===== config.mk =====
export PLATFORM = sky130hd
export DESIGN_NAME = nand_bus_front
export DESIGN_NICKNAME = d
export VERILOG_FILES = /design/src/rtl/nand_fe_pkg.sv /design/src/rtl/nand_strobe_sync.sv /design/src/rtl/nand_cycle_decode.sv /design/src/rtl/nand_col_counter.sv /design/src/rtl/nand_bus_front.sv
export SDC_FILE = /design/constraint.sdc
export NUM_CORES = 1
export LEC_CHECK = 0
export BUFFER_PORTS_ARGS = -buffer_cell sky130_fd_sc_hd__buf_2
export CAP_MARGIN = 20
export CORE_UTILIZATION = 45
export CTS_CLUSTER_DIAMETER = 200
export CTS_CLUSTER_SIZE = 20
export DETAILED_ROUTE_END_ITERATION = 8
export PLACE_DENSITY_LB_ADDON = 0.15
export SLEW_MARGIN = 40
export SYNTH_ARGS = -nofsm -noshare
export SYNTH_HDL_FRONTEND = slang
export SYNTH_HIERARCHICAL = 1
export SYNTH_SLANG_ARGS = --single-unit
export TNS_END_PERCENT = 100

===== constraint.sdc =====
create_clock -name clk -period 1.8 [get_ports clk]
set_clock_uncertainty 0.05 [all_clocks]
set_input_delay 0.27 -clock clk [delete_from_list [all_inputs] [get_ports clk]]
set_output_delay 0.27 -clock clk [all_outputs]
set_load 0.02 [all_outputs]

===== src/rtl/nand_fe_pkg.sv =====
// Shared constants and helpers for the NAND bus front end.
// Assumes 8-bit byte lanes.
package nand_fe_pkg;
    localparam logic [7:0] CMD_PROG_SETUP  = 8'h80;
    localparam logic [7:0] CMD_PROG_GO     = 8'h10;
    localparam logic [7:0] CMD_ERASE_SETUP = 8'h60;
    localparam logic [7:0] CMD_ERASE_GO    = 8'hD0;

    typedef enum logic [1:0] {
        CYC_NONE,
        CYC_CMD,
        CYC_ADDR,
        CYC_DATA
    } cyc_kind_e;

    // True for command codes that start or confirm a program or erase.
    function automatic logic is_protected(input logic [7:0] code);
        return (code == CMD_PROG_SETUP) || (code == CMD_PROG_GO) ||
               (code == CMD_ERASE_SETUP) || (code == CMD_ERASE_GO);
    endfunction
endpackage


===== src/rtl/nand_strobe_sync.sv =====
// Two-flop synchronisers for N asynchronous active-low strobes, plus a third
// stage that keeps the previous synchronised value for edge detection.
// Assumes the inactive (high) level during reset.
module nand_strobe_sync #(
    parameter int N = 3
) (
    input  logic         clk,
    input  logic         rst_n,
    input  logic [N-1:0] async_i,
    output logic [N-1:0] sync_o,
    output logic [N-1:0] prev_o
);
    genvar g;
    generate
        for (g = 0; g < N; g++) begin : g_bit
            logic s1, s2, s3;
            // Three-stage shift: two to synchronise, one to remember.
            always_ff @(posedge clk) begin
                if (!rst_n) begin
                    s1 <= 1'b1;
                    s2 <= 1'b1;
                    s3 <= 1'b1;
                end else begin
                    s1 <= async_i[g];
                    s2 <= s1;
                    s3 <= s2;
                end
            end
            assign sync_o[g] = s2;
            assign prev_o[g] = s3;
        end
    endgenerate
endmodule


===== src/rtl/nand_cycle_decode.sv =====
// Classifies each write-strobe rising edge into a command, address or data
// cycle from the latch-enable levels and emits a one-cycle registered pulse.
// Assumes the bus levels are stable while the edge is detected.
module nand_cycle_decode
    import nand_fe_pkg::*;
(
    input  logic       clk,
    input  logic       rst_n,
    input  logic       we_rise_i,
    input  logic       ce_act_i,
    input  logic       cle_i,
    input  logic       ale_i,
    input  logic [7:0] io_i,
    input  logic       wp_n_i,
    output logic       cmd_vld_o,
    output logic       addr_vld_o,
    output logic       din_vld_o,
    output logic [7:0] byte_o
);
    cyc_kind_e kind;

    // Pick the cycle kind; illegal and protected cycles become CYC_NONE.
    always_comb begin
        kind = CYC_NONE;
        if (we_rise_i && ce_act_i) begin
            unique case ({cle_i, ale_i})
                2'b10: kind = (!wp_n_i && is_protected(io_i)) ? CYC_NONE : CYC_CMD;
                2'b01: kind = CYC_ADDR;
                2'b00: kind = CYC_DATA;
                default: kind = CYC_NONE;
            endcase
        end
    end

    // Register the pulses and the byte that travels with them.
    always_ff @(posedge clk) begin
        if (!rst_n) begin
            cmd_vld_o  <= 1'b0;
            addr_vld_o <= 1'b0;
            din_vld_o  <= 1'b0;
            byte_o     <= 8'h00;
        end else begin
            cmd_vld_o  <= (kind == CYC_CMD);
            addr_vld_o <= (kind == CYC_ADDR);
            din_vld_o  <= (kind == CYC_DATA);
            if (kind != CYC_NONE) byte_o <= io_i;
        end
    end


    one_kind_chk: assert property (@(posedge clk) disable iff (!rst_n)
        $onehot0({cmd_vld_o, addr_vld_o, din_vld_o}));

    illegal_cycle_chk: assert property (@(posedge clk) disable iff (!rst_n)
        (we_rise_i && cle_i && ale_i) |=> !cmd_vld_o && !addr_vld_o && !din_vld_o);

    wp_block_chk: assert property (@(posedge clk) disable iff (!rst_n)
        cmd_vld_o |-> !(!$past(wp_n_i) && is_protected(byte_o)));
endmodule


===== src/rtl/nand_col_counter.sv =====
// Column address counter and address-byte sequencer. The first address byte
// loads the column, and data-in and read events advance it with wrap at the page end.
// Assumes at most one event per cycle.
module nand_col_counter #(
    parameter int MAIN_BYTES  = 224,
    parameter int SPARE_BYTES = 32,
    parameter int ROW_BYTES   = 2,
    localparam int TOTAL  = MAIN_BYTES + SPARE_BYTES,
    localparam int COL_W  = $clog2(TOTAL),
    localparam int ACNT_W = $clog2(ROW_BYTES + 2)
) (
    input  logic              clk,
    input  logic              rst_n,
    input  logic              cmd_vld_i,
    input  logic              addr_vld_i,
    input  logic              din_vld_i,
    input  logic [7:0]        byte_i,
    input  logic              rd_fall_i,
    input  logic              ce_rise_i,
    input  logic              busy_i,
    output logic [COL_W-1:0]  col_o,
    output logic [ACNT_W-1:0] acnt_o
);
    localparam logic [COL_W-1:0]  LAST_C = COL_W'(TOTAL - 1);
    localparam logic [ACNT_W-1:0] ROW_C  = ACNT_W'(ROW_BYTES);

    logic [COL_W-1:0] load_val;
    logic [COL_W-1:0] next_col;

    // Clamp an out-of-range column load and compute the wrapped successor.
    always_comb begin
        load_val = (int'(byte_i) >= TOTAL) ? LAST_C : COL_W'(byte_i);
        next_col = (col_o == LAST_C) ? '0 : col_o + COL_W'(1);
    end

    // Update column and address count; deselect-while-idle wins over all.
    always_ff @(posedge clk) begin
        if (!rst_n) begin
            col_o  <= '0;
            acnt_o <= '0;
        end else if (ce_rise_i && !busy_i) begin
            col_o  <= '0;
            acnt_o <= '0;
        end else if (cmd_vld_i) begin
            acnt_o <= '0;
        end else if (addr_vld_i) begin
            if (acnt_o == '0) col_o <= load_val;
            if (acnt_o <= ROW_C) acnt_o <= acnt_o + ACNT_W'(1);
        end else if (din_vld_i || rd_fall_i) begin
            col_o <= next_col;
        end
    end


    rd_step_chk: assert property (@(posedge clk) disable iff (!rst_n)
        (rd_fall_i && !ce_rise_i && !addr_vld_i && !din_vld_i && !cmd_vld_i && col_o != LAST_C)
        |=> col_o == $past(col_o) + COL_W'(1));

    busy_hold_chk: assert property (@(posedge clk) disable iff (!rst_n)
        (ce_rise_i && busy_i && !rd_fall_i && !addr_vld_i && !din_vld_i) |=> $stable(col_o));
endmodule


===== src/rtl/nand_bus_front.sv =====
// Device-side front end of an 8-bit NAND flash bus. It synchronises the strobes,
// decodes write cycles, keeps the column counter, drives read data and
// requests the open-drain ready/busy pull-down. Assumes the bus levels are stable
// around each strobe edge.
module nand_bus_front #(
    parameter int MAIN_BYTES  = 224,
    parameter int SPARE_BYTES = 32,
    parameter int ROW_BYTES   = 2,
    localparam int COL_W  = $clog2(MAIN_BYTES + SPARE_BYTES),
    localparam int ACNT_W = $clog2(ROW_BYTES + 2)
) (
    input  logic              clk,
    input  logic              rst_n,
    input  logic              cle_i,
    input  logic              ale_i,
    input  logic              we_n_i,
    input  logic              re_n_i,
    input  logic              ce_n_i,
    input  logic              se_i,
    input  logic              wp_n_i,
    input  logic [7:0]        io_in_i,
    output logic [7:0]        io_out_o,
    output logic              io_oe_o,
    output logic              rb_pull_o,
    input  logic [7:0]        rd_data_i,
    input  logic              busy_i,
    output logic [COL_W-1:0]  col_o,
    output logic              cmd_vld_o,
    output logic [7:0]        cmd_o,
    output logic              addr_vld_o,
    output logic [ACNT_W-1:0] addr_idx_o,
    output logic [7:0]        addr_byte_o,
    output logic              din_vld_o,
    output logic [7:0]        din_o
);
    localparam logic [COL_W-1:0]  MAIN_C = COL_W'(MAIN_BYTES);
    localparam logic [ACNT_W-1:0] ROW_C  = ACNT_W'(ROW_BYTES);

    logic [2:0] strb_sync, strb_prev;
    logic we_rise, rd_fall, ce_rise, ce_act;
    logic dec_cmd, dec_addr, dec_din;
    logic [7:0] dec_byte;
    logic [ACNT_W-1:0] acnt;
    logic col_open;
    logic [7:0] rd_q;
    logic rb_q;

    nand_strobe_sync #(.N(3)) sync_i (
        .clk     (clk),
        .rst_n   (rst_n),
        .async_i ({ce_n_i, re_n_i, we_n_i}),
        .sync_o  (strb_sync),
        .prev_o  (strb_prev)
    );

    // Edge detection on the synchronised strobes (bit 0 WE, 1 RE, 2 CE).
    always_comb begin
        ce_act  = !strb_sync[2];
        we_rise = strb_sync[0] && !strb_prev[0];
        rd_fall = !strb_sync[1] && strb_prev[1] && ce_act;
        ce_rise = strb_sync[2] && !strb_prev[2];
        col_open = !se_i || (col_o < MAIN_C);
    end

    nand_cycle_decode dec_i (
        .clk        (clk),
        .rst_n      (rst_n),
        .we_rise_i  (we_rise),
        .ce_act_i   (ce_act),
        .cle_i      (cle_i),
        .ale_i      (ale_i),
        .io_i       (io_in_i),
        .wp_n_i     (wp_n_i),
        .cmd_vld_o  (dec_cmd),
        .addr_vld_o (dec_addr),
        .din_vld_o  (dec_din),
        .byte_o     (dec_byte)
    );

    nand_col_counter #(
        .MAIN_BYTES  (MAIN_BYTES),
        .SPARE_BYTES (SPARE_BYTES),
        .ROW_BYTES   (ROW_BYTES)
    ) ctr_i (
        .clk        (clk),
        .rst_n      (rst_n),
        .cmd_vld_i  (dec_cmd),
        .addr_vld_i (dec_addr),
        .din_vld_i  (dec_din),
        .byte_i     (dec_byte),
        .rd_fall_i  (rd_fall),
        .ce_rise_i  (ce_rise),
        .busy_i     (busy_i),
        .col_o      (col_o),
        .acnt_o     (acnt)
    );

    // Latch the read byte on each read-strobe falling edge; spare reads give FF.
    always_ff @(posedge clk) begin
        if (!rst_n) rd_q <= 8'h00;
        else if (rd_fall) rd_q <= col_open ? rd_data_i : 8'hFF;
    end

    // Register the ready/busy pull-down request from the sequencer flag.
    always_ff @(posedge clk) begin
        if (!rst_n) rb_q <= 1'b0;
        else rb_q <= busy_i;
    end

    // Internal port: gate address overflow and excluded spare writes.
    always_comb begin
        cmd_vld_o   = dec_cmd;
        cmd_o       = dec_byte;
        addr_vld_o  = dec_addr && (acnt <= ROW_C);
        addr_idx_o  = acnt;
        addr_byte_o = dec_byte;
        din_vld_o   = dec_din && col_open;
        din_o       = dec_byte;
        io_out_o    = rd_q;
        io_oe_o     = ce_act && !strb_sync[1];
        rb_pull_o   = rb_q;
    end


    rb_follow_chk: assert property (@(posedge clk) disable iff (!rst_n)
        busy_i |=> rb_pull_o);

    spare_gate_chk: assert property (@(posedge clk) disable iff (!rst_n)
        din_vld_o |-> (!se_i || col_o < MAIN_C));
endmodule


# Word level (Yosys, flattened, before mapping)
# Cells that the tools add are included.
# word_totals
ff_bits	39
output_inout_bits	47
wordCells	72
# op_classes
add_sub_neg	2
n_lt_le_gt_ge	2
eq_ne	11
n_mux	8
bitwise	2
reduce_logical	30
# ops
cell	n
2-to-1 mux 8 bit	5
== test 8 bit, second input constant	3
logical AND 1 bit	10
adder 8 x 1 -> 8 bit, second input constant	1
== test 8 x 5 -> 1 bit, second input constant	1
== test 8 x 7 -> 1 bit, second input constant	1
< comparator 8 bit, second input constant	1
logical NOT 1 bit	7
== test 2 bit, second input constant	3
one-hot mux 2 bit (3 select lines)	1
logical OR 1 bit	5
== test 2 x 1 -> 1 bit, second input constant	2
logical NOT 2 bit	2
nonzero test 2 bit	2
AND reduction 3 bit	1
OR reduction 3 bit	1
adder 2 x 1 -> 2 bit, second input constant	1
less-or-equal comparator 2 bit, second input constant	1
2-to-1 mux 2 bit	1
!= test 2 x 1 -> 1 bit, second input constant	1
inverter 1 bit	2
AND reduction 2 bit	1
OR reduction 2 bit	1
2-to-1 mux 1 bit	1

# Logic depth before layout (Yosys ltp)
# Gate-level depths: netlist of the first run.
# logic_depth
word_depth	9
depth_mapped	8
depth_no_buf	6

# Modules after synthesis
# The synthesis of the first run kept the hierarchy.
# modules_own_cells
mod	n_inst	cells_per_inst	area_each_um2
nand_col_counter	1	79	675.6
nand_cycle_decode	1	68	571.8
nand_bus_front	1	54	553.0
nand_strobe_sync	1	24	281.5

# Least setup slack after synthesis of the first run
# Ideal clock, no wire load.
# synth_path
path_kind	register -> register
start	register sync_i.g_bit[2].s2
end	register ctr_i.col_o[0]
setup_time_ps	147
arrival_time_ps	1787
t_required_ps	1603
path_slack_ps	-184
stages_incl_launch_ff	9
period_less_slack_ps	1984
path_cell_list	dfxtp_1 buf_4 buf_6 nor3b_2 nor3_1 or3_1 buf_2 a221oi_2 a211oi_2
# synth_between
elab_chain_len	5
elab_cells_between_ends	8
# synth_rtl
item	line	text
start: declaration	nand_strobe_sync.sv:16	logic s1, s2, s3;
start signal: assignment	nand_strobe_sync.sv:21	s2 <= 1'b1;
start signal: assignment	nand_strobe_sync.sv:25	s2 <= s1;
logical NOT 1 bit	nand_bus_front.sv:58	ce_act = !strb_sync[2];
logical AND 1 bit	nand_bus_front.sv:60	rd_fall = !strb_sync[1] && strb_prev[1] && ce_act;
named net rd_fall	nand_bus_front.sv:40	logic we_rise, rd_fall, ce_rise, ce_act;
logical OR 1 bit	nand_col_counter.sv:49	end else if (din_vld_i || rd_fall_i) begin
nonzero test 2 bit (no source line)	-	
AND reduction 3 bit (no source line)	-	
end signal: assignment	nand_col_counter.sv:47	if (acnt_o == '0) col_o <= load_val;
end signal: assignment	nand_col_counter.sv:50	col_o <= next_col;
end: declaration	nand_col_counter.sv:21	output logic [COL_W-1:0] col_o,
# The timed path passes the listed nets, and every way through them passes these cells.
# A chain may end at the register's enable or synchronous reset.

# Worst setup path after layout of the first run
# layout_path
start	register ctr_i.col_o[5]
end	output port din_vld_o
# layout_between
elab_chain_len	3
# layout_rtl
item	line	text
< comparator 8 bit	nand_bus_front.sv:62	col_open = !se_i || (col_o < MAIN_C);
logical OR 1 bit	nand_bus_front.sv:62	
logical AND 1 bit	nand_bus_front.sv:117	din_vld_o = dec_din && col_open;
end: declaration	nand_bus_front.sv:33	output logic din_vld_o,
# No other way between the ends.

==> reports/results.txt, run 1 <==
status -> completed
number of antenna violations at the first check in global routing -> 0
post-cts resize count -> 0
unrepaired setup endpoints after global routing -> no
worst slew margin relative to its limit -> 62.0%
leakage component of the power -> 1.11 nW
worst-case vdd ir drop -> 0.000463 V
count of yosys warnings during synthesis -> 6
area of the multi-input gates -> 0.00106 mm2
IO Pins -> 73
Worst Tran Pin Value -> 0.566 ns
startpoint kind of the worst setup timing path -> flip-flop
drc violations -> 0
startpoint of the most critical hold path -> re_n_i
Yosys top cell area share -> 37.5%
most instantiated flip-flop cell in the synthesis netlist -> sky130_fd_sc_hd__dfxtp_1
max-cap check violation count -> 0
number of library cell types mapped by synthesis -> 51
count of antenna diodes in the layout -> 0
delay of the slowest cell on the worst path -> 0.53 ns
maximum number of pins on one net before global-route repair -> 21
hold depth -> 2
layout cells sized above 1 -> 39.2%
cell breakdown of the critical path -> and4_1 -> nor2b_1 -> buf_2
Hold Violations, Final -> 0
number of buffers created by CTS -> 5
wire length of the first global-routing pass -> 7300 um
part of the Yosys area used for sequential elements -> 37.5%
register bit total from synthesis -> 39
class of the worst hold path -> primary input to flip-flop
Reg-to-Reg Start -> sync_i/g_bit[0].s2
final-report max-slew violation count -> 0
DR WL/cell -> 13.5 um
most common library cell in the layout ignoring fill and taps -> sky130_fd_sc_hd__buf_2
Crit path required time -> 1.48 ns
Chip Height -> 70.0 um
die span in x -> 70.0 um
largest area contributor in the netlist -> sky130_fd_sc_hd__dfxtp_1
CTS clk-pin slew, worst paths -> 0.08 ns
endpoint of the worst-slack reg-to-reg timing path -> dec_i/byte_o[4]
maximum buffer depth of the clock tree -> 2
Worst Setup End Kind -> output pin
Arrival @ worst endpoint -> 1.36 ns
worst-skew pair later-pin latency -> 0.29 ns
share of synthesized registers carrying an async set or reset -> 0%
number of cell rows -> 24
routed vias/inst -> 5.43
Initial Utilization -> 47.2%
critical path type -> flip-flop to output pin
Synthesized Nets -> 254
Clock Tree Root -> sky130_fd_sc_hd__clkbuf_8
Die Area -> 0.00490 mm2
GRT Resource Usage Total -> 18.7%
netlist area before placement -> 0.00208 mm2
commonest cells after routing, fill and taps aside -> sky130_fd_sc_hd__buf_2, sky130_fd_sc_hd__dfxtp_1, sky130_fd_sc_hd__buf_4
R2R depth -> 6
final critical-path share of the clock period -> 93.4%
via total after detailed routing -> 1836
slowest cell on the critical path -> sky130_fd_sc_hd__dfxtp_1
count of H-tree levels built during CTS -> 2
Syn-to-layout area delta -> 22.0%
Mean Syn Cell Area -> 9.25 um2
hold-critical path endpoint -> sync_i/g_bit[1].s1
footprint of the flip-flops and latches -> 781 um2
count of fill cells added during filler insertion -> 416
HPWL after detailed placement -> 3370 um
final global-route overflow total -> 0
DP Area -> 0.00241 mm2
CTS tree -> yes
Routed Wire Length -> 4580 um
post-CTS setup buffer count -> 0
number of optimization iterations in the first detailed-route pass -> 4
number of nets with antenna violations after routing -> 0
min Tclk post-route -> 1.68 ns
critical path peak fanout -> 10
r2r setup slk -> 0.16 ns
EDFF count, synth -> 0
TritonCTS sink count -> 39
largest cells by area after synthesis -> sky130_fd_sc_hd__dfxtp_1, sky130_fd_sc_hd__buf_4, sky130_fd_sc_hd__or4b_1
Power Dens Cells -> 741 mW/mm2
Max Freq -> 595 MHz
CTS Hold Buffers Added -> 0
Setup violations, final -> 0
number of instances in the synthesized netlist -> 225
final design instance area without fill -> 0.00254 mm2
final estimated routing congestion in global placement -> 0.772
core area -> 0.00441 mm2
drt initial violations -> 125
NumNets Final -> 314
Port Buffer Count -> 72
Final Hold Slack -> 0.108 ns
vias in the first global route -> 1496
[power by group]
part           total [W]  internal, W  leakage (nW)  switching, W
logic           0.000135    0.0000623         0.732     0.0000730
registers       0.000889     0.000877         0.316     0.0000119
clock network   0.000857     0.000554        0.0654      0.000303
total            0.00188      0.00149          1.11      0.000388
[critical path: cells and delay by family (launching register included)]
| family | cells | cell delay [ns] |
|---|---|---|
| flops | 1 | 0.53 |
| simple gates | 2 | 0.38 |
| buf+inv | 1 | 0.16 |
[synthesized netlist by cell type, drive strengths merged (6+ instances only)]
| cell | number |
|---|---|
| or3 | 7 |
| a21oi | 13 |
| nand2 | 14 |
| nor2 | 6 |
| or4b | 8 |
| a211oi | 7 |
| nand2b | 11 |
| nand3 | 6 |
| nor3 | 10 |
| clkbuf | 7 |
| dfxtp | 39 |
| inv | 6 |
| buf | 28 |
| nor3b | 6 |
| o221a | 8 |
[registers in the layout (all words and copies together), names as in the netlist]
| signal | cells |
|---|---|
| dec_i/din_vld_o | 1 |
| ctr_i/col_o | 8 |
| sync_i/g_bit.s2 | 3 |
| io_out_o | 8 |
| sync_i/g_bit.s3 | 3 |
| dec_i/cmd_vld_o | 1 |
| dec_i/addr_vld_o | 1 |
| ctr_i/acnt_o | 2 |
| rb_pull_o | 1 |
| sync_i/g_bit.s1 | 3 |
| dec_i/byte_o | 8 |
[kinds of logic (layout without fill, tap and decap cells)]
logic type / count (synthesis) / after routing / synth area share [%]
XOR/XNOR: 2 / 2 / 0.841
AO/OA/AOI/OAI: 50 / 50 / 20.1
multiplexers: 2 / 2 / 0.962
buffers and inverters: 41 / 102 / 12.2
adder cells (fa/ha/maj): 3 / 3 / 1.80
flip-flops: 39 / 39 / 37.5
AND/OR/NAND/NOR: 88 / 88 / 26.6
[how the worst max path moves through the flow]
stage | startpoint | end | slack [ns] | depth (start not counted)
3_3_place_gp | io_in_i[1] | dec_i/byte_o[6] | 0.03 | 5
4_1_cts | ctr_i/col_o[5] | din_vld_o | 0.11 | 3
6_report | ctr_i/col_o[5] | din_vld_o | 0.12 | 3
3_5_place_dp | io_in_i[1] | dec_i/byte_o[6] | -0.003 | 5
2_1_floorplan | sync_i/g_bit[1].s2 | ctr_i/col_o[0] | -0.007 | 8
5_1_grt | ctr_i/col_o[5] | din_vld_o | 0.04 | 3
[layout make-up]
cell class	count	share of cell area, %
well taps	52	2.56
multi-input cells	145	41.7
clock inverters	2	2.36
flip-flops and latches	39	30.7
repair buffers	88	18.9
inverters	6	0.887
clock buffers	6	2.86
[through the flow]
stage | total power [W] | util (%) | setup slack (ns) | setup TNS (ns) | instances
after floorplan | 0.000985 | - | -0.00683 | -0.00683 | 225
after global placement | 0.00104 | 54.5 | 0.0286 | 0 | 330
after detailed placement | 0.00104 | 54.5 | -0.00305 | -0.00305 | 330
after CTS | 0.00190 | 57.5 | 0.111 | 0 | 338
after global routing | 0.00194 | 57.5 | 0.0367 | 0 | 338
final | 0.00188 | 57.5 | 0.119 | 0 | 338
[layer usage]
metal	GRT usage (%)	up-vias	wire, um
met5	0	-	0
met4	6.00	0	59
met3	5.05	5	223
met2	29.1	52	2090
met1	25.2	850	2200
li1	-	929	-
Power figures use the tool's default switching activity.
==> run 2, diff against run 1 <==
CORE_UTILIZATION = 47   (was 45)
CTS_BUF_LIST = sky130_fd_sc_hd__clkbuf_2 sky130_fd_sc_hd__clkbuf_4 sky130_fd_sc_hd__clkbuf_8   (was not set)
==> reports/results.txt, run 2 (synthesis gave the netlist of run 1 again) <==
critical path type -> flip-flop to output pin
share of power burned in the clock network -> 36.4% (-9.1 points)
final critical-path share of the clock period -> 92.9% (-0.50 points)
via total after detailed routing -> 1849 (+0.71%)
slowest cell on the critical path -> sky130_fd_sc_hd__dfxtp_1
Chip Height -> 68.6 um (-2.1%)
post-CTS setup buffer count -> 0 (unchanged)
number of cell rows -> 23 (-4.2%)
number of buffers created by CTS -> 5 (unchanged)
die span in x -> 68.6 um (-2.1%)
Max Freq -> 598 MHz (+0.53%)
worst-skew pair later-pin latency -> 0.29 ns (about the same)
start point of the critical path -> ctr_i/col_o[5]
Sw Pwr -> 0.000369 W (-5.0%)
final global-route overflow total -> 0 (unchanged)
final estimated routing congestion in global placement -> 0.758 (-1.9%)
class of the worst hold path -> primary input to flip-flop
Final Hold Slack -> 0.113 ns (+0.00480 ns)
Setup violations, final -> 0 (unchanged)
hold-critical path endpoint -> sync_i/g_bit[1].s1
wire length of the first global-routing pass -> 7150 um (-2.1%)
worst slew margin relative to its limit -> 66.9% (+4.9 points)
cell-internal power -> 0.00124 W (-17%)
number of nets with antenna violations after routing -> 0 (unchanged)
R2R depth -> 6 (unchanged)
Switching Fraction -> 22.9% (+2.3 points)
status -> completed
DR WL/cell -> 13.6 um (+0.47%)
commonest cells after routing, fill and taps aside -> sky130_fd_sc_hd__buf_2, sky130_fd_sc_hd__dfxtp_1, sky130_fd_sc_hd__buf_4
Worst Tran Pin Value -> 0.495 ns (-0.0715 ns)
placed cell count -> 327 (-0.91%)
startpoint of the most critical hold path -> re_n_i
leakage component of the power -> 1.09 nW (-2.0%)
routed vias/inst -> 5.54 (+1.9%)
maximum buffer depth of the clock tree -> 2 (unchanged)
most common library cell in the layout ignoring fill and taps -> sky130_fd_sc_hd__buf_2
count of antenna diodes in the layout -> 0 (unchanged)
CTS clk-pin slew, worst paths -> 0.07 ns (about the same)
final-report max-slew violation count -> 0 (unchanged)
delay of the slowest cell on the worst path -> 0.54 ns (about the same)
startpoint kind of the worst setup timing path -> flip-flop
Reg-to-Reg Start -> sync_i/g_bit[0].s2
core area -> 0.00412 mm2 (-6.8%)
Comb power frac -> 8.2% (+1.0 points)
HPWL after detailed placement -> 3320 um (-1.6%)
max-cap check violation count -> 0 (unchanged)
number of antenna violations at the first check in global routing -> 0 (unchanged)
Worst Setup End Kind -> output pin
CTS Hold Buffers Added -> 0 (unchanged)
Arrival @ worst endpoint -> 1.35 ns (about the same)
worst-case vdd ir drop -> 0.000482 V (+4.0%)
drt initial violations -> 130 (+4.0%)
Routed Wire Length -> 4540 um (-0.72%)
Clock Tree Root -> sky130_fd_sc_hd__clkbuf_8
endpoint of the worst-slack reg-to-reg timing path -> dec_i/byte_o[7]
count of H-tree levels built during CTS -> 2 (unchanged)
Hold Violations, Final -> 0 (unchanged)
maximum number of pins on one net before global-route repair -> 23 (+9.5%)
hold depth -> 2 (unchanged)
number of optimization iterations in the first detailed-route pass -> 4 (unchanged)
Initial Utilization -> 50.6% (+3.4 points)
critical path peak fanout -> 10 (unchanged)
TritonCTS sink count -> 39 (unchanged)
min Tclk post-route -> 1.67 ns (-0.00893 ns)
layout cells sized above 1 -> 39.1% (-0.076 points)
CTS tree -> yes
Die Area -> 0.00470 mm2 (-4.1%)
IO Pins -> 73 (unchanged)
Syn-to-layout area delta -> 19.4%
drc violations -> 0 (unchanged)
power share of the sequential group -> 55.4% (+8.1 points)
GRT Resource Usage Total -> 20.6% (+1.9 points)
non-filler cells, final -> 334 (-1.2%)
Power Dens Cells -> 646 mW/mm2 (-13%)
cell breakdown of the critical path -> and4_1 -> nor2b_1 -> buf_2
post-cts resize count -> 0 (unchanged)
r2r setup slk -> 0.21 ns (+0.05 ns)
vias in the first global route -> 1565 (+4.6%)
unrepaired setup endpoints after global routing -> no
Crit path required time -> 1.48 ns (about the same)
count of fill cells added during filler insertion -> 396 (-4.8%)
Port Buffer Count -> 72 (unchanged)
NumNets Final -> 313 (-0.32%)
==> run 2: cell type report <==
class,instances,area (um2),area share (%)
multi-input cells,145,1060,42.6
flip-flops and latches,39,781,31.4
repair buffers,87,473,19.0
clock buffers,6,82.6,3.32
well taps,50,62.6,2.52
inverters,6,22.5,0.906
clock inverters,1,5.00,0.201
==> run 2: worst max path at each step <==
stage | endpoint | slack [ns] | cells past startpoint
floorplan | ctr_i/col_o[0] | -0.007 | 8
global placement | dec_i/byte_o[6] | 0.04 | 5
detailed placement | dec_i/byte_o[6] | 0.02 | 5
CTS | din_vld_o | 0.11 | 3
global route | din_vld_o | 0.03 | 3
finish | din_vld_o | 0.13 | 3
==> run 2: through the flow <==
step                utilization [%]  total power [W]  TNS (ns)  setup slack [ns]  area [um2]
global placement               58.3          0.00104         0            0.0352        2400
CTS                            60.4          0.00163         0             0.109        2480
detailed placement             58.3          0.00104         0            0.0214        2400
global route                   60.4          0.00168         0            0.0345        2480
floorplan                         -         0.000985  -0.00683          -0.00683        2110
finish                         60.4          0.00161         0             0.127        2480
==> run 2: power groups by stage <==
stage               registers [W]   logic, W  clock network (W)
floorplan                0.000912  0.0000736                  0
CTS                      0.000889   0.000132           0.000605
global route             0.000891   0.000147           0.000640
finish                   0.000890   0.000132           0.000585
global placement         0.000909   0.000131                  0
detailed placement       0.000910   0.000132                  0
==> run 2: routing by layer <==
| layer | vias to the layer above | track usage [%] | part of all wire (%) |
|---|---|---|---|
| met3 | 4 | 3.95 | 4.2 |
| met5 | - | 0 | 0 |
| met1 | 862 | 27.2 | 48 |
| li1 | 933 | - | - |
| met4 | 0 | 9.38 | 1.5 |
| met2 | 50 | 32.2 | 46 |
==> run 2: critical path: cells and delay by family, from the launching register on <==
| kind | cells | cell delay (ns) |
|---|---|---|
| buffers and inverters | 1 | 0.16 |
| and+or+nand+nor | 2 | 0.37 |
| DFF | 1 | 0.54 |
==> run 3, diff against run 2 <==
BUFFER_PORTS_ARGS = -buffer_cell sky130_fd_sc_hd__buf_4   (was -buffer_cell sky130_fd_sc_hd__buf_2)
CORE_UTILIZATION = 45   (was 47)
SYNTH_HIERARCHICAL = not set   (was 1)
==> reports/results.txt, run 3 <==
status -> completed
final-report max-slew violation count -> 0 (unchanged)
Port Buffer Count -> 72 (unchanged)
CTS tree -> yes
final core utilization -> 64.4% (+4.0 points)
post-CTS setup buffer count -> 0 (unchanged)
most instantiated flip-flop cell in the synthesis netlist -> sky130_fd_sc_hd__dfxtp_1
Arrival @ worst endpoint -> 1.78 ns (+0.43 ns)
layout cells sized above 1 -> 40.6% (+1.5 points)
Synthesized Nets -> 224 (-12%)
Power Dens Cells -> 660 mW/mm2 (+2.2%)
register bit total from synthesis -> 39 (unchanged)
maximum buffer depth of the clock tree -> 2 (unchanged)
hold depth -> 2 (unchanged)
sum of negative setup slack -> 0 ns (unchanged)
worst setup slack after layout -> 0.138 ns (+0.0104 ns)
leakage component of the power -> 1.04 nW (-4.9%)
R2R depth -> 5 (-1)
number of optimization iterations in the first detailed-route pass -> 4 (unchanged)
netlist area before placement -> 0.00181 mm2 (-13%)
number of buffers created by CTS -> 5 (unchanged)
final estimated routing congestion in global placement -> 0.775 (+2.3%)
slowest cell on the critical path -> sky130_fd_sc_hd__or4_1
IO Pins -> 73 (unchanged)
Syn-to-layout area delta -> 33.5%
CTS Hold Buffers Added -> 0 (unchanged)
placement-stage worst setup slack -> -0.204 ns (-0.225 ns)
Crit path required time -> 1.92 ns (+0.44 ns)
Max Freq -> 602 MHz (+0.62%)
worst-skew pair later-pin latency -> 0.29 ns (about the same)
drt initial violations -> 120 (-7.7%)
Mean Syn Cell Area -> 9.26 um2 (about the same)
GRT Resource Usage Total -> 19.8% (-0.80 points)
CTS clk-pin slew, worst paths -> 0.08 ns (about the same)
footprint of the flip-flops and latches -> 781 um2 (unchanged)
max-cap check violation count -> 0 (unchanged)
core area -> 0.00374 mm2 (-9.0%)
delay of the slowest cell on the worst path -> 0.56 ns (+0.02 ns)
Routed Wire Length -> 4020 um (-12%)
cell breakdown of the critical path -> buf_4 -> or4_1 -> nor3_2 -> a41oi_2 -> o21a_1 -> mux2i_1
met1 Track Usage GR -> 25.9% (-1.3 points)
routed vias/inst -> 5.10 (-7.9%)
commonest cells after routing, fill and taps aside -> sky130_fd_sc_hd__buf_4, sky130_fd_sc_hd__dfxtp_1, sky130_fd_sc_hd__nand2_1
Hold Violations, Final -> 0 (unchanged)
final global-route overflow total -> 0 (unchanged)
largest area contributor in the netlist -> sky130_fd_sc_hd__dfxtp_1
worst-case vdd ir drop -> 0.000448 V (-7.1%)
most instantiated library cell after synthesis -> sky130_fd_sc_hd__dfxtp_1
Setup violations, final -> 0 (unchanged)
number of library cell types mapped by synthesis -> 38 (-25%)
wire length of the first global-routing pass -> 6400 um (-10%)
Initial Utilization -> 48.2% (-2.4 points)
final critical-path share of the clock period -> 92.3% (-0.58 points)
part of the Yosys area used for sequential elements -> 43.2% (+5.7 points)
startpoint kind of the worst setup timing path -> primary input
die span in x -> 65.3 um (-4.7%)
kind of cell with the highest combined delay on the critical path -> simple AND/OR/NAND/NOR gates
critical path type -> primary input to flip-flop
Most Crowded Layer GR -> met2
number of nets with antenna violations after routing -> 0 (unchanged)
class of the worst hold path -> primary input to flip-flop
Yosys top cell area share -> 43.2% (+5.7 points)
largest cells by area after synthesis -> sky130_fd_sc_hd__dfxtp_1, sky130_fd_sc_hd__buf_4, sky130_fd_sc_hd__nand2_1
Chip Height -> 65.3 um (-4.7%)
last element of the critical path -> dec_i.byte_o[5]
total number of cells along the worst setup path -> 6 (+3)
area of the multi-input gates -> 855 um2 (-19%)
drc violations -> 0 (unchanged)
number of instances in the synthesized netlist -> 195 (-13%)
DR WL/cell -> 13.0 um (-4.4%)
count of antenna diodes in the layout -> 0 (unchanged)
min Tclk post-route -> 1.66 ns (-0.0104 ns)
post-cts resize count -> 0 (unchanged)
leading cell types by count after synthesis -> sky130_fd_sc_hd__dfxtp_1, sky130_fd_sc_hd__nand2_1, sky130_fd_sc_hd__buf_4
HPWL after detailed placement -> 2920 um (-12%)
critical path peak fanout -> 8 (-2)
r2r setup slk -> 0.18 ns (-0.03 ns)
maximum number of pins on one net before global-route repair -> 38 (+65%)
number of cell rows -> 22 (-4.3%)
start point of the critical path -> io_in_i[0]
endpoint of the worst-slack reg-to-reg timing path -> ctr_i.col_o[0]
Worst Tran Pin Value -> 0.456 ns (-0.0388 ns)
most common library cell in the layout ignoring fill and taps -> sky130_fd_sc_hd__buf_4
Die Area -> 0.00427 mm2 (-9.2%)
EDFF count, synth -> 0 (unchanged)
routing usage on met2 -> 30.2% (-2.1 points)
Clock Tree Root -> sky130_fd_sc_hd__clkbuf_8
Worst Setup End Kind -> flip-flop
number of antenna violations at the first check in global routing -> 0 (unchanged)
via total after detailed routing -> 1576 (-15%)
met3 demand-to-capacity share in global routing -> 4.69% (+0.74 points)
Reg-to-Reg Start -> sync_i.g_bit[2].s2
NumNets Final -> 289 (-7.7%)
unrepaired setup endpoints after global routing -> no
TritonCTS sink count -> 39 (unchanged)
count of fill cells added during filler insertion -> 352 (-11%)
combined buffer and inverter count along the critical path -> 1 (unchanged)
count of yosys warnings during synthesis -> 0 (-6)
share of synthesized registers carrying an async set or reset -> 0% (unchanged)
count of H-tree levels built during CTS -> 2 (unchanged)
worst slew margin relative to its limit -> 69.6% (+2.7 points)
vias in the first global route -> 1418 (-9.4%)
[run 3: cell count changes after synthesis, sizes merged, moves of 3 or more]
cell and change:
nor2 +3, nand2 +16, mux2i +8, inv -3
o2111ai -3, or3 -5, nor3b -3, a211oi -3
buf -9, or4b -8, a21oi -7
[run 3: how the worst min path moves through the flow]
| stage | from | slack, ns | end |
|---|---|---|---|
| finish | re_n_i | 0.10 | sync_i.g_bit[1].s1 |
| global placement | sync_i.g_bit[0].s1 | 0.34 | sync_i.g_bit[0].s2 |
| CTS | re_n_i | 0.09 | sync_i.g_bit[1].s1 |
| detailed placement | sync_i.g_bit[1].s1 | 0.34 | sync_i.g_bit[1].s2 |
| global route | cle_i | 0.09 | dec_i.din_vld_o |
| floorplan | cle_i | 0.30 | dec_i.din_vld_o |
[run 3: power breakdown]
part           leakage, nW  internal, W  switching (W)
Combinational        0.681    0.0000655      0.0000542
Clock               0.0402     0.000269       0.000322
Sequential           0.316     0.000875     0.00000651
[run 3: cell type report]
type / count / area share [%]
clock inverter: 3 / 0.830
sequential: 39 / 32.4
inverter: 3 / 0.467
multi-input combinational: 129 / 35.4
clock buffer: 5 / 2.85
tap: 48 / 2.49
timing repair buffer: 82 / 25.5
[run 3: metal layers]
layer | part of all wire, % | up-vias
met5 | 0 | -
met4 | 0.95 | 0
met3 | 4.9 | 4
met2 | 45 | 47
met1 | 49 | 730
li1 | - | 795
[run 3: metrics by stage]
| stage | instances | hold WS, ns | power, W | instance area [um2] |
|---|---|---|---|---|
| final | 309 | 0.101 | 0.00159 | 2410 |
| after global placement | 301 | 0.338 | 0.00102 | 2320 |
| after global routing | 309 | 0.0935 | 0.00166 | 2410 |
| after CTS | 309 | 0.0909 | 0.00161 | 2410 |
| after detailed placement | 301 | 0.342 | 0.00102 | 2320 |
| after floorplan | 195 | 0.296 | 0.000953 | 1810 |
[run 3: cells by family (layout without fill, tap and decap cells)]
kind of cell	count (synthesis)	count (layout)	synth area share (%)
AOI/OAI and AO/OA	34	34	15.2
xor gates and xnor gates	2	2	0.970
and+or+nand+nor	80	80	23.6
muxes	10	10	5.54
DFF	39	39	43.2
buffers and inverters	27	93	9.42
adders and majority gates	3	3	2.08
[run 3: worst reg2reg max path, delay by kind of cell, from the launching register on]
kind	cells	cell delay (ns)
AO/OA/AOI/OAI	1	0.25
flip-flops	1	0.37
AND/OR/NAND/NOR	4	0.82
